==> config.mk <==
export PLATFORM = sky130hd
export DESIGN_NAME = stop_mode_ctrl
export DESIGN_NICKNAME = d
export VERILOG_FILES = /design/src/rtl/stop_mode_ctrl.sv
export SDC_FILE = /design/constraint.sdc
export NUM_CORES = 1
export LEC_CHECK = 0
export ABC_AREA = 1
export BUFFER_PORTS_ARGS = -buffer_cell sky130_fd_sc_hd__buf_4
export CAP_MARGIN = 30
export CORE_AREA = 5 5 78 80
export CTS_CLUSTER_SIZE = 30
export DETAILED_ROUTE_END_ITERATION = 8
export DIE_AREA = 0 0 83 85
export PLACE_DENSITY = 0.68
export SETUP_SLACK_MARGIN = 0.5
export SYNTH_ARGS = -nofsm -noshare
export SYNTH_HDL_FRONTEND = slang
export SYNTH_SLANG_ARGS = --single-unit
==> constraint.sdc <==
create_clock -name clk -period 7.25 [get_ports clk]
set_input_delay 1.0875 -clock clk [delete_from_list [all_inputs] [get_ports clk]]
set_output_delay 1.0875 -clock clk [all_outputs]
set_load 0.05 [all_outputs]
==> src/rtl/stop_mode_ctrl.sv <==
module stop_mode_ctrl #(
  parameter int SEL_W   = 3,
  parameter int MIN_LOG = 8,
  parameter int RST_LOG = 17
) (
  input  logic             clk,
  input  logic             rst_n,
  input  logic             stop_req,
  input  logic             on_main_clk,
  input  logic             int_req,
  input  logic             int_mask,
  input  logic             int_lowpri,
  input  logic             int_en,
  input  logic             isp_flag,
  input  logic             test_req,
  input  logic             test_mask,
  input  logic             ext_reset,
  input  logic [SEL_W-1:0] stab_sel,
  output logic             osc_en,
  output logic             cpu_stall,
  output logic             done_valid,
  output logic [1:0]       done_code
);

  localparam int SEL_MAX = MIN_LOG + (1 << SEL_W) - 1;
  localparam int MAX_LOG = (SEL_MAX > RST_LOG) ? SEL_MAX : RST_LOG;
  localparam int CNT_W   = MAX_LOG + 1;
  localparam int LOG_W   = $clog2(MAX_LOG + 1);

  typedef enum logic [1:0] {S_RUN, S_STOP, S_STAB, S_RESUME} mode_t;

  mode_t            state;
  logic [CNT_W-1:0] cnt;
  logic [LOG_W-1:0] wait_log;
  logic [1:0]       code;

  wire              int_wake = int_req & ~int_mask;
  wire              tst_wake = test_req & ~test_mask;
  wire [1:0]        int_code = (int_en & (~int_lowpri | isp_flag)) ? 2'b01 : 2'b00;
  wire [LOG_W-1:0]  sel_log  = LOG_W'(MIN_LOG) + LOG_W'(stab_sel);
  wire [CNT_W-1:0]  limit    = (CNT_W'(1) << wait_log) - CNT_W'(1);

  always_ff @(posedge clk or negedge rst_n) begin
    if (!rst_n) begin
      state    <= S_RUN;
      cnt      <= '0;
      wait_log <= '0;
      code     <= 2'b00;
    end else if (ext_reset) begin
      state    <= S_STAB;
      cnt      <= '0;
      wait_log <= LOG_W'(RST_LOG);
      code     <= 2'b10;
    end else begin
      case (state)
        S_RUN:
          if (stop_req && on_main_clk) begin
            if (int_wake) begin
              state    <= S_STAB;
              cnt      <= '0;
              wait_log <= sel_log;
              code     <= int_code;
            end else begin
              state <= S_STOP;
            end
          end
        S_STOP:
          if (int_wake) begin
            state    <= S_STAB;
            cnt      <= '0;
            wait_log <= sel_log;
            code     <= int_code;
          end else if (tst_wake) begin
            state    <= S_STAB;
            cnt      <= '0;
            wait_log <= sel_log;
            code     <= 2'b00;
          end
        S_STAB:
          if (cnt == limit) state <= S_RESUME;
          else              cnt   <= cnt + CNT_W'(1);
        default:
          state <= S_RUN;
      endcase
    end
  end

  assign osc_en     = (state != S_STOP);
  assign cpu_stall  = (state != S_RUN);
  assign done_valid = (state == S_RESUME);
  assign done_code  = done_valid ? code : 2'b00;

  p_sub_ignore_r1: assert property (@(posedge clk) disable iff (!rst_n)
    (state == S_RUN && stop_req && !on_main_clk && !ext_reset) |=> (osc_en && !cpu_stall));

  p_hold_r6: assert property (@(posedge clk) disable iff (!rst_n)
    (state == S_STOP && !ext_reset && !int_wake && !tst_wake) |=> (!osc_en && !done_valid));

  p_cnt_bound_r3: assert property (@(posedge clk) disable iff (!rst_n)
    (state == S_STAB) |-> (cnt <= limit));

  p_osc_into_wait_r5: assert property (@(posedge clk) disable iff (!rst_n)
    $rose(osc_en) |-> (state == S_STAB && cpu_stall));

  p_pulse_r10: assert property (@(posedge clk) disable iff (!rst_n)
    done_valid |=> (!done_valid));

  p_reset_wins_r9: assert property (@(posedge clk) disable iff (!rst_n)
    ext_reset |=> (osc_en && cpu_stall && cnt == '0 && !done_valid));

endmodule

Word-level counts from Yosys, hierarchy flattened --
Index checks and enable logic that the tools add are counted.
Operators by class: bitwise operators 7, equality and inequality tests 10, reduce and logical (&&, ||, !) cells 8, order comparisons 0, shift operators 1, mux-type cells 28, $mul 0, divide/modulo/power cells 0, add/sub/neg operators 3
Operators by type and width (count):
- 18-bit two-way mux | 6
- 18-bit one-hot mux with 3 select lines | 1
- 5-bit two-way mux | 5
- 2-bit two-way mux | 12
- 18-bit by 1-bit adder with 18-bit output, second input constant | 1
- 18-bit == test | 1
- 1-bit by 5-bit << shifter with 18-bit output, first input constant | 1
- 18-bit by 2-bit subtractor with 18-bit output, second input constant | 1
- 3-bit inequality test, second input constant | 4
- 5-bit one-hot mux with 2 select lines | 1
- 2-bit one-hot mux with 3 select lines | 1
- 4-bit by 3-bit adder with 5-bit output, first input constant | 1
- 5-bit AND reduction | 1
- 2-bit == test, second input constant | 2
- 4-bit inequality test, second input constant | 1
- 2-bit one-hot mux with 2 select lines | 1
- 4-bit AND reduction | 1
- 4-bit nonzero test | 1
- 1-bit bitwise AND | 3
- 1-bit inverter | 3
- 3-bit AND reduction | 1
- 3-bit nonzero test | 1
- 2-bit by 1-bit == test with 1-bit output, second input constant | 1
- 2-bit logical NOT | 1
- other kinds (5) | 5
Word-level totals: RAM bits 0, latch bits 0, ROM bits 0, word-level logic and storage cells 61, output and inout port bits 5, bits of input ports 15, register bits after elaboration 27, memories kept 0

Depth between registers and ports, before layout --
Gate-level depths: netlist of the first run.
depth after elaboration 8, gate-level depth with buffers 22, mapped depth without buffers 20

Least setup slack after synthesis of the first run --
Ideal clock, no wire load.
path type input port to flip-flop, start point in int_req, end point reg cnt[3], data required time 7.133 ns, buffers on the path 1, path slack 4.572 ns, data arrival time 2.561 ns, setup time 0.117 ns, cell stages on the path 11, path through inv_1 -> nor2_1 -> nor2_1 -> inv_1 -> nor3_1 -> or3_1 -> a31oi_4 -> nand2_2 -> clkbuf_1 -> nand3_1 -> nand2_1
Between the ends: word-level cells in the longest chain between the ends 4, elaborated cells on any way between the ends 7, those cells by class eq/ne: 2; mux: 3; bitwise: 1; reduce/logical: 1
RTL lines:
- start: declaration | line 10 | input logic int_req,
- 1-bit bitwise AND (*) | line 37 | wire int_wake = int_req & ~int_mask;
- 18-bit two-way mux | line 68 | if (int_wake) begin
- 18-bit one-hot mux with 3 select lines | line 55 | case (state)
- 18-bit two-way mux | line 49 | end else if (ext_reset) begin
- end signal: assignment | line 81 | else cnt <= cnt + CNT_W'(1);
- end: declaration | line 33 | logic [CNT_W-1:0] cnt;
Mark *: on every way between the ends. The rest lies on a longest branch, timed or not. A chain may end at the register's enable or synchronous reset.

Worst setup path in the final report of the first run --
start point reg wait_log[4], end point reg cnt[7]
Between the ends: word-level cells in the longest chain between the ends 5
RTL lines:
- start: declaration | line 34 | logic [LOG_W-1:0] wait_log;
- start signal: assignment | line 52 | wait_log <= LOG_W'(RST_LOG);
- start signal: assignment | line 61 | wait_log <= sel_log;
- start signal: assignment | line 71 | wait_log <= sel_log;
- 1-bit by 5-bit << shifter with 18-bit output | line 41 | wire [CNT_W-1:0] limit = (CNT_W'(1) << wait_log) - CNT_W'(1);
- 18-bit by 2-bit subtractor with 18-bit output | line 41
- 18-bit == test | line 80 | if (cnt == limit) state <= S_RESUME;
- 3-bit inequality test (no line)
- 5-bit AND reduction (no line)
Every way passes these cells.

==> summary.txt, run 1 <==
RUN STATUS
------------------------------------------------------------------------------------
Outcome                                                                    completed

LAYOUT
------------------------------------------------------------------------------------
Post-layout nets                                                                 451
Number of fill cells in the layout                                               580
Area taken by flip-flops and latches                                       651 sq um
Area growth from synthesis to layout                                           7.02%
Multi-input logic area                                                    1600 sq um
Number of inserted diodes                                                          0
Proportion of layout cells with a drive suffix above 1                         9.37%
Number of non-filler instances in the completed layout                           499

YOSYS
------------------------------------------------------------------------------------
Largest area contributor in the synthesized netlist                          dfrtp_1
Commonest cells post-synth                                              137 x nand2_1, 53 x nand3_1, 49 x inv_1, 49 x nor2_1, 26 x dfrtp_1
Syn nets                                                                         440
Number of warnings printed during yosys synthesis                                  0
Largest cells by area after synthesis                                   dfrtp_1 26%, nand2_1 20%, nand3_1 10%
Area share of the largest cell type after synthesis                            25.5%
Cell variety after synth                                                          31
Summed instance area of the synthesized netlist                           2550 sq um
Part of the Yosys area used for sequential elements                            25.5%
Mean instance size in the synthesized netlist                             6.09 sq um
Cell count after synthesis                                                       418
Most common cell in the synthesized netlist                                  nand2_1
Proportion of synthesized flip-flops having asynchronous set or reset           100%
Seq cells post-synth                                                              26
Prevailing post-synth register cell                                          dfrtp_1
Number of synthesized flops with an enable pin                                     0

GLOBAL ROUTE
------------------------------------------------------------------------------------
Grt ovf                                                                            0
Global-route wire length before repair                                  11400 microns
GRT Resource Usage Total                                                       19.2%
Pin count of the biggest net entering global routing                              27
Via count of the first global-routing pass                                      2493
Initial antenna violation count                                                    0

CLOCK NETWORK
------------------------------------------------------------------------------------
Root Buffer                                                                 clkbuf_8
CTS hold repair buffers                                                            0
CTS tree                                                                       built
Clock insertion delay at the later pin of the skew report                    0.28 ns
Clock sinks                                                                       26
Clock-pin slew on the worst setup and hold paths                             0.09 ns
Buffer count from post-CTS setup fixing                                            0
Number of levels in the clock H-tree                                               1
Number of gates resized after CTS                                                  0
Clock buffer depth                                                                 2
Number of buffers added by the clock tree synthesis step                           3

CRITICAL PATH
------------------------------------------------------------------------------------
Type of element launching the critical path                                 register
Endpoint kind of the worst setup timing path                                register
Worst path max stage delay                                                   0.51 ns
Slowest cell on the critical path                                            dfrtp_1
Cell type with the highest occurrence count on the critical path             nand2_1
Crit path arrival time                                                       3.10 ns
Required time reported for the critical path endpoint                        7.42 ns
Cell class contributing the biggest share of worst-path delay           simple AND/OR/NAND/NOR gates
Number of buffers and inverters on the critical path                               1
Max FO, Critical Path                                                             19
CP Cell Sequence                                                        nor2_4 -> nand3_1 -> ha_1 -> inv_1 -> nand2_1 -> nand2_1 -> nor2_1 -> nand2_1 -> nor2_1 -> nand3_1 -> nor2_1 -> nand3_1 -> nor2_1 -> nand3_2 -> nand2_4 -> nand2_4 -> nand2_1 -> nand2_1
Critical Setup Path Class                                                    reg2reg

FLOORPLAN
------------------------------------------------------------------------------------
Die height                                                                85 microns
Core area                                                                 5340 sq um
Total die area                                                            7060 sq um
Die outline width                                                         83 microns
Top-level I/O count                                                               20
Count of standard-cell rows                                                       27
Initial core utilization                                                       47.7%

ROUTE
------------------------------------------------------------------------------------
Number of antenna-violating nets in the routed design                              0
DRC marker count from the first detailed-route iteration                         181
Pre-Repair DR Iteration Count                                                      5
Total number of vias                                                            2581
Post-route DRC violation count                                                     0
Total length of routed wires                                            6490 microns
Wirelength per Cell                                                     13.0 microns
Vias per std cell                                                               5.17

POWER AND IR DROP
------------------------------------------------------------------------------------
Leak pwr                                                                     1.40 nW
Power per unit of standard cell area                                     305 nW/um^2
Worst IR Drop VDD                                                           0.208 mV
PnR Total Power                                                           0.000831 W

STA
------------------------------------------------------------------------------------
Worst Clk Skew                                                            0.00815 ns
Remaining max-slew budget at the tightest pin                                  68.5%
Setup violations, final                                                            0
Worst-margin pin slew                                                       0.471 ns
Max-slew violation count                                                           0
Peak Freq                                                                    341 MHz
Final hold violation count                                                         0
Setup repair after global routing missed its margin                               no
Final period demand of the worst path                                        2.93 ns
Sum Neg Setup Slack                                                             0 ns
Final worst-path cycle share                                                   40.5%

RUN
------------------------------------------------------------------------------------
Maximum capacitance violations                                                     0

PLACEMENT
------------------------------------------------------------------------------------
Final RePlAce weighted congestion                                              0.896
IO buf count                                                                      19
Detailed Place HPWL                                                     5090 microns
Inst Count DP                                                                    496

MIN PATH
------------------------------------------------------------------------------------
Kind of path behind the tightest hold check                                  reg2reg

==> routing by layer <==
layer / routed length, microns / vias to the layer above / GRT usage (%)
li1: - / 1358 / -
met1: 3010 / 1150 / 25.3
met2: 3110 / 63 / 32.8
met3: 261 / 10 / 1.84
met4: 108 / 0 / 6.54
met5: 0 / - / 0
==> cells by family (layout without fill, tap and decap cells) <==
group	after synthesis	after routing	synth area share (%)
XOR/XNOR	13	13	4.47
buffers and inverters	66	75	11.5
adder cells (fa/ha/maj)	7	7	3.44
flip-flops	26	26	25.5
AO/OA/AOI/OAI	18	18	4.52
AND/OR/NAND/NOR	288	288	50.5
==> stage by stage <==
| step | cell area (sq um) | setup WS (ns) | hold slack, ns | utilization [%] |
|---|---|---|---|---|
| 2_1_floorplan | 2550 | 4.57 | 0.453 | - |
| 3_3_place_gp | 2690 | 4.30 | 0.471 | 50.3 |
| 3_5_place_dp | 2690 | 4.28 | 0.479 | 50.3 |
| 4_1_cts | 2730 | 4.34 | 0.502 | 51.1 |
| 5_1_grt | 2730 | 3.97 | 0.532 | 51.1 |
| 6_report | 2730 | 4.32 | 0.502 | 51.1 |
==> worst paths after layout <==
path / start / slack, ns / end / cells after the start
setup / recovery: wait_log[4]$_DFFE_PN0P_ / 4.32 / cnt[7]$_DFFE_PN0P_ / 18
hold / removal: code[0]$_DFFE_PN0P_ / 0.50 / code[0]$_DFFE_PN0P_ / 2
setup reg to reg: wait_log[4]$_DFFE_PN0P_ / 4.32 / cnt[7]$_DFFE_PN0P_ / 18
hold reg to reg: code[0]$_DFFE_PN0P_ / 0.50 / code[0]$_DFFE_PN0P_ / 2
max in group asynchronous: rst_n / 6.28 / cnt[12]$_DFFE_PN0P_ / 1
min in group asynchronous: rst_n / 0.70 / state[0]$_DFFE_PN0P_ / 1
==> power breakdown <==
part / switching, W / leakage [nW] / total [W] / internal (W)
Combinational: 0.000371 / 1.03 / 0.000530 / 0.000159
Sequential: 0.0000502 / 0.348 / 0.000218 / 0.000168
Clock: 0.0000460 / 0.0216 / 0.0000834 / 0.0000374
Total: 0.000467 / 1.40 / 0.000831 / 0.000364
==> cell usage in the layout, fill, tap and decap left out, types with 3 or more instances in the layout <==
cell	instances
nand2_1	137
nand3_1	53
inv_1	49
nor2_1	49
dfrtp_1	26
buf_4	19
nor3_1	17
xor2_1	11
nand4_1	9
o21ai_0	8
ha_1	7
nor2_2	5
a21oi_1	5
nor4_1	5
nand3_2	4
inv_2	3
clkbuf_8	3
==> worst reg2reg max path, stage by stage, from the launching register on <==
cell and delay, ns:
dfrtp_1 0.51, nor2_4 0.32, nand3_1 0.22, ha_1 0.36, inv_1 0.04, nand2_1 0.05
nand2_1 0.04, nor2_1 0.08, nand2_1 0.05, nor2_1 0.08, nand3_1 0.09, nor2_1 0.09
nand3_1 0.08, nor2_1 0.12, nand3_2 0.16, nand2_4 0.23, nand2_4 0.16, nand2_1 0.09
nand2_1 0.05
==> state kept, by name, summed over array words and instances, names as in the netlist <==
signal	cells
state	2
wait_log	5
cnt	18
code	1
==> area by class of cell <==
cell class / count / area share, %
inverter: 53 / 7.30
multi-input combinational: 326 / 58.8
sequential: 26 / 23.9
timing repair buffer: 19 / 5.23
clock buffer: 3 / 1.51
tap: 72 / 3.30
(Power assumes the default switching activity.)
==> run 2, diff against run 1 <==
==> constraint.sdc (replaced) <==
create_clock -name clk -period 3 [get_ports clk]
set_input_delay 0.45 -clock clk [delete_from_list [all_inputs] [get_ports clk]]
set_output_delay 0.45 -clock clk [all_outputs]
set_load 0.05 [all_outputs]
==> summary.txt, run 2 (same netlist as run 1, synthesis figures left out) <==
RUN STATUS
--------------------------------------------------------------------------
Outcome                                                          completed

CRITICAL PATH
--------------------------------------------------------------------------
Register-to-register setup slack                                   0.54 ns   -3.78 ns
Endpoint kind of the worst setup timing path                      register
Launch point of the critical path                             wait_log[4]$_DFFE_PN0P_
Type of element launching the critical path                       register
Max FO, Critical Path                                                    7   -12
Critical R2R Launch                                           wait_log[4]$_DFFE_PN0P_
Required time reported for the critical path endpoint              3.23 ns   -4.19 ns
Critical Setup Path Class                                          reg2reg
Crit path arrival time                                             2.69 ns   -0.41 ns

FLOORPLAN
--------------------------------------------------------------------------
Die height                                                      85 microns   unchanged
Initial core utilization                                             47.7%   unchanged
Core area                                                       5340 sq um   unchanged
Top-level I/O count                                                     20   unchanged
Die outline width                                               83 microns   unchanged
Total die area                                                  7060 sq um   unchanged
Count of standard-cell rows                                             27   unchanged

POWER AND IR DROP
--------------------------------------------------------------------------
Power per unit of standard cell area                           837 nW/um^2   +170%
Cell-internal power                                              0.00122 W   +240%
Fraction of power spent switching nets                               52.6%   -3.5 points
Part of the power in combinational logic                             69.1%   +5.4 points
NetSw                                                            0.00136 W   +190%
Clk pwr share                                                        11.6%   +1.6 points
Leak pwr                                                           1.51 nW   +7.9%
Share of total power in sequential cells                             19.3%   -6.9 points
Worst IR Drop VDD                                                 0.522 mV   +150%
PnR Total Power                                                  0.00258 W   +210%

MIN PATH
--------------------------------------------------------------------------
Kind of path behind the tightest hold check                       in2async

LAYOUT
--------------------------------------------------------------------------
Number of flip-flops under the largest register name                    18   unchanged
Number of fill cells in the layout                                     535   -7.8%
Most used cells in the layout excluding fill and tap cells    132 x nand2_1, 47 x inv_1, 46 x nor2_1
Area growth from synthesis to layout                                 20.9%
Multi-input logic area                                          1760 sq um   +10%
Post-layout nets                                                       468   +3.8%
Proportion of layout cells with a drive suffix above 1               18.9%   +9.5 points
Most common cell after layout, fill and taps aside                 nand2_1
Area taken by flip-flops and latches                             654 sq um   +0.58%
Number of inserted diodes                                                0   unchanged
Top Registers                                                 cnt: 18 flops, wait_log: 5 flops, state: 2 flops
Register containing the most flip-flops in the final layout            cnt

CLOCK NETWORK
--------------------------------------------------------------------------
Clock-pin slew on the worst setup and hold paths                   0.10 ns   about the same
Clock sinks                                                             26   unchanged
Clock buffer depth                                                       2   unchanged
Number of buffers added by the clock tree synthesis step                 3   unchanged
CTS tree                                                             built
CTS hold repair buffers                                                  0   unchanged
Number of levels in the clock H-tree                                     1   unchanged
Root Buffer                                                       clkbuf_8
Clock insertion delay at the later pin of the skew report          0.28 ns   about the same

GLOBAL ROUTE
--------------------------------------------------------------------------
Pin count of the biggest net entering global routing                    27   unchanged
GRT Resource Usage Total                                             19.6%   +0.40 points
Global-route wire length before repair                        11600 microns   +1.2%
Via count of the first global-routing pass                            2467   -1.0%
Initial antenna violation count                                          0   unchanged
Grt ovf                                                                  0   unchanged

STA
--------------------------------------------------------------------------
Worst Clk Skew                                                   0.0101 ns   +0.00198 ns
Final period demand of the worst path                              2.46 ns   -0.471 ns
Remaining max-slew budget at the tightest pin                        71.6%   +3.1 points
Peak Freq                                                          406 MHz   +19%
Worst-margin pin slew                                             0.425 ns   -0.0466 ns
Setup violations, final                                                  0   unchanged
Setup repair after global routing missed its margin                    yes
Max-slew violation count                                                 0   unchanged
Final worst-path cycle share                                         82.1%   +42 points
Sum Neg Setup Slack                                                   0 ns   unchanged
Final hold violation count                                               0   unchanged

ROUTE
--------------------------------------------------------------------------
Post-route DRC violation count                                           0   unchanged
Number of antenna-violating nets in the routed design                    0   unchanged
Total length of routed wires                                  7100 microns   +9.3%
Pre-Repair DR Iteration Count                                            5   unchanged
Vias per std cell                                                     5.19   +0.37%
DRC marker count from the first detailed-route iteration               171   -5.5%
Total number of vias                                                  2684   +4.0%
Wirelength per Cell                                           13.7 microns   +5.5%

PLACEMENT
--------------------------------------------------------------------------
Detailed Place HPWL                                           5140 microns   +0.97%
Final RePlAce weighted congestion                                    0.952   +6.2%
IO buf count                                                            19   unchanged

RUN
--------------------------------------------------------------------------
Maximum capacitance violations                                           0   unchanged

[run 2: cell count changes in the layout (fill, tap and decap cells not counted), sizes merged]
cell      change
buf          +15
clkinvlp      +1
clkbuf        +1
nand2         +1
bufinv        +1
inv           -1
[run 2: power by group through the flow]
stage / sequential, W / combinational, W / clock [W]
finish: 0.000498 / 0.00178 / 0.000300
global route: 0.000510 / 0.00194 / 0.000319
CTS: 0.000495 / 0.00149 / 0.000305
detailed placement: 0.000510 / 0.00134 / 0
global placement: 0.000510 / 0.00133 / 0
floorplan: 0.000465 / 0.00116 / 0
[run 2: worst paths after layout]
kind / to / cells past startpoint
hold reg to reg: code[0]$_DFFE_PN0P_ / 2
setup reg to reg: cnt[7]$_DFFE_PN0P_ / 18
min in group clk: wait_log[2]$_DFFE_PN0P_ / 3
setup / recovery: cnt[7]$_DFFE_PN0P_ / 18
hold / removal: cnt[0]$_DFFE_PN0P_ / 1
max in group asynchronous: wait_log[2]$_DFFE_PN0P_ / 1
[run 2: per-stage QoR]
stage                     utilization [%]  hold slack [ns]  cells  cell area (sq um)  worst slack, ns
after floorplan                         -            0.154    418               2550            0.517
after global placement               50.8            0.386    499               2710            0.271
after detailed placement             50.8            0.388    499               2710            0.209
after CTS                            54.0           0.0830    511               2880            0.513
after global routing                 57.7            0.102    517               3080            0.362
final                                57.7           0.0680    517               3080            0.538
[run 2: worst max-delay path, stage by stage, from the launching register on]
cell,delay [ns]
dfrtp_1,0.42
nor2_4,0.21
nand3_2,0.14
ha_4,0.30
inv_2,0.03
nand2_2,0.04
nand2_2,0.04
nor2_1,0.09
nand2_1,0.05
nor2_1,0.09
nand3_1,0.07
nor2_1,0.10
nand3_1,0.09
nor2_2,0.17
nand3_4,0.14
nand2_8,0.14
clkbuf_16,0.17
nand3_1,0.06
nand2_1,0.06
[run 2: routing by layer]
metal	share of wire [%]	GRT usage, %	routed length, microns	vias to the layer above
met5	0	0	0	-
met4	1.9	5.35	138	0
met3	3.8	2.62	272	16
met2	48	33.1	3400	68
met1	46	26.2	3290	1209
li1	-	-	-	1391
[run 2: what timing repair did]
action,in CTS,in global routing
gates cloned,0,2
gates resized for setup,7,29
endpoints found under the hold margin,0,0
endpoints found under the setup margin,20,23
setup buffers,8,4
pin swaps,3,29
[run 2: cell type report]
| class | instances | share of cell area (%) |
|---|---|---|
| multi-input combinational | 327 | 57.2 |
| sequential | 26 | 21.2 |
| timing repair buffer | 35 | 9.63 |
| inverter | 53 | 6.66 |
| tap | 72 | 2.92 |
| clock buffer | 3 | 1.34 |
| clock inverter | 1 | 0.975 |
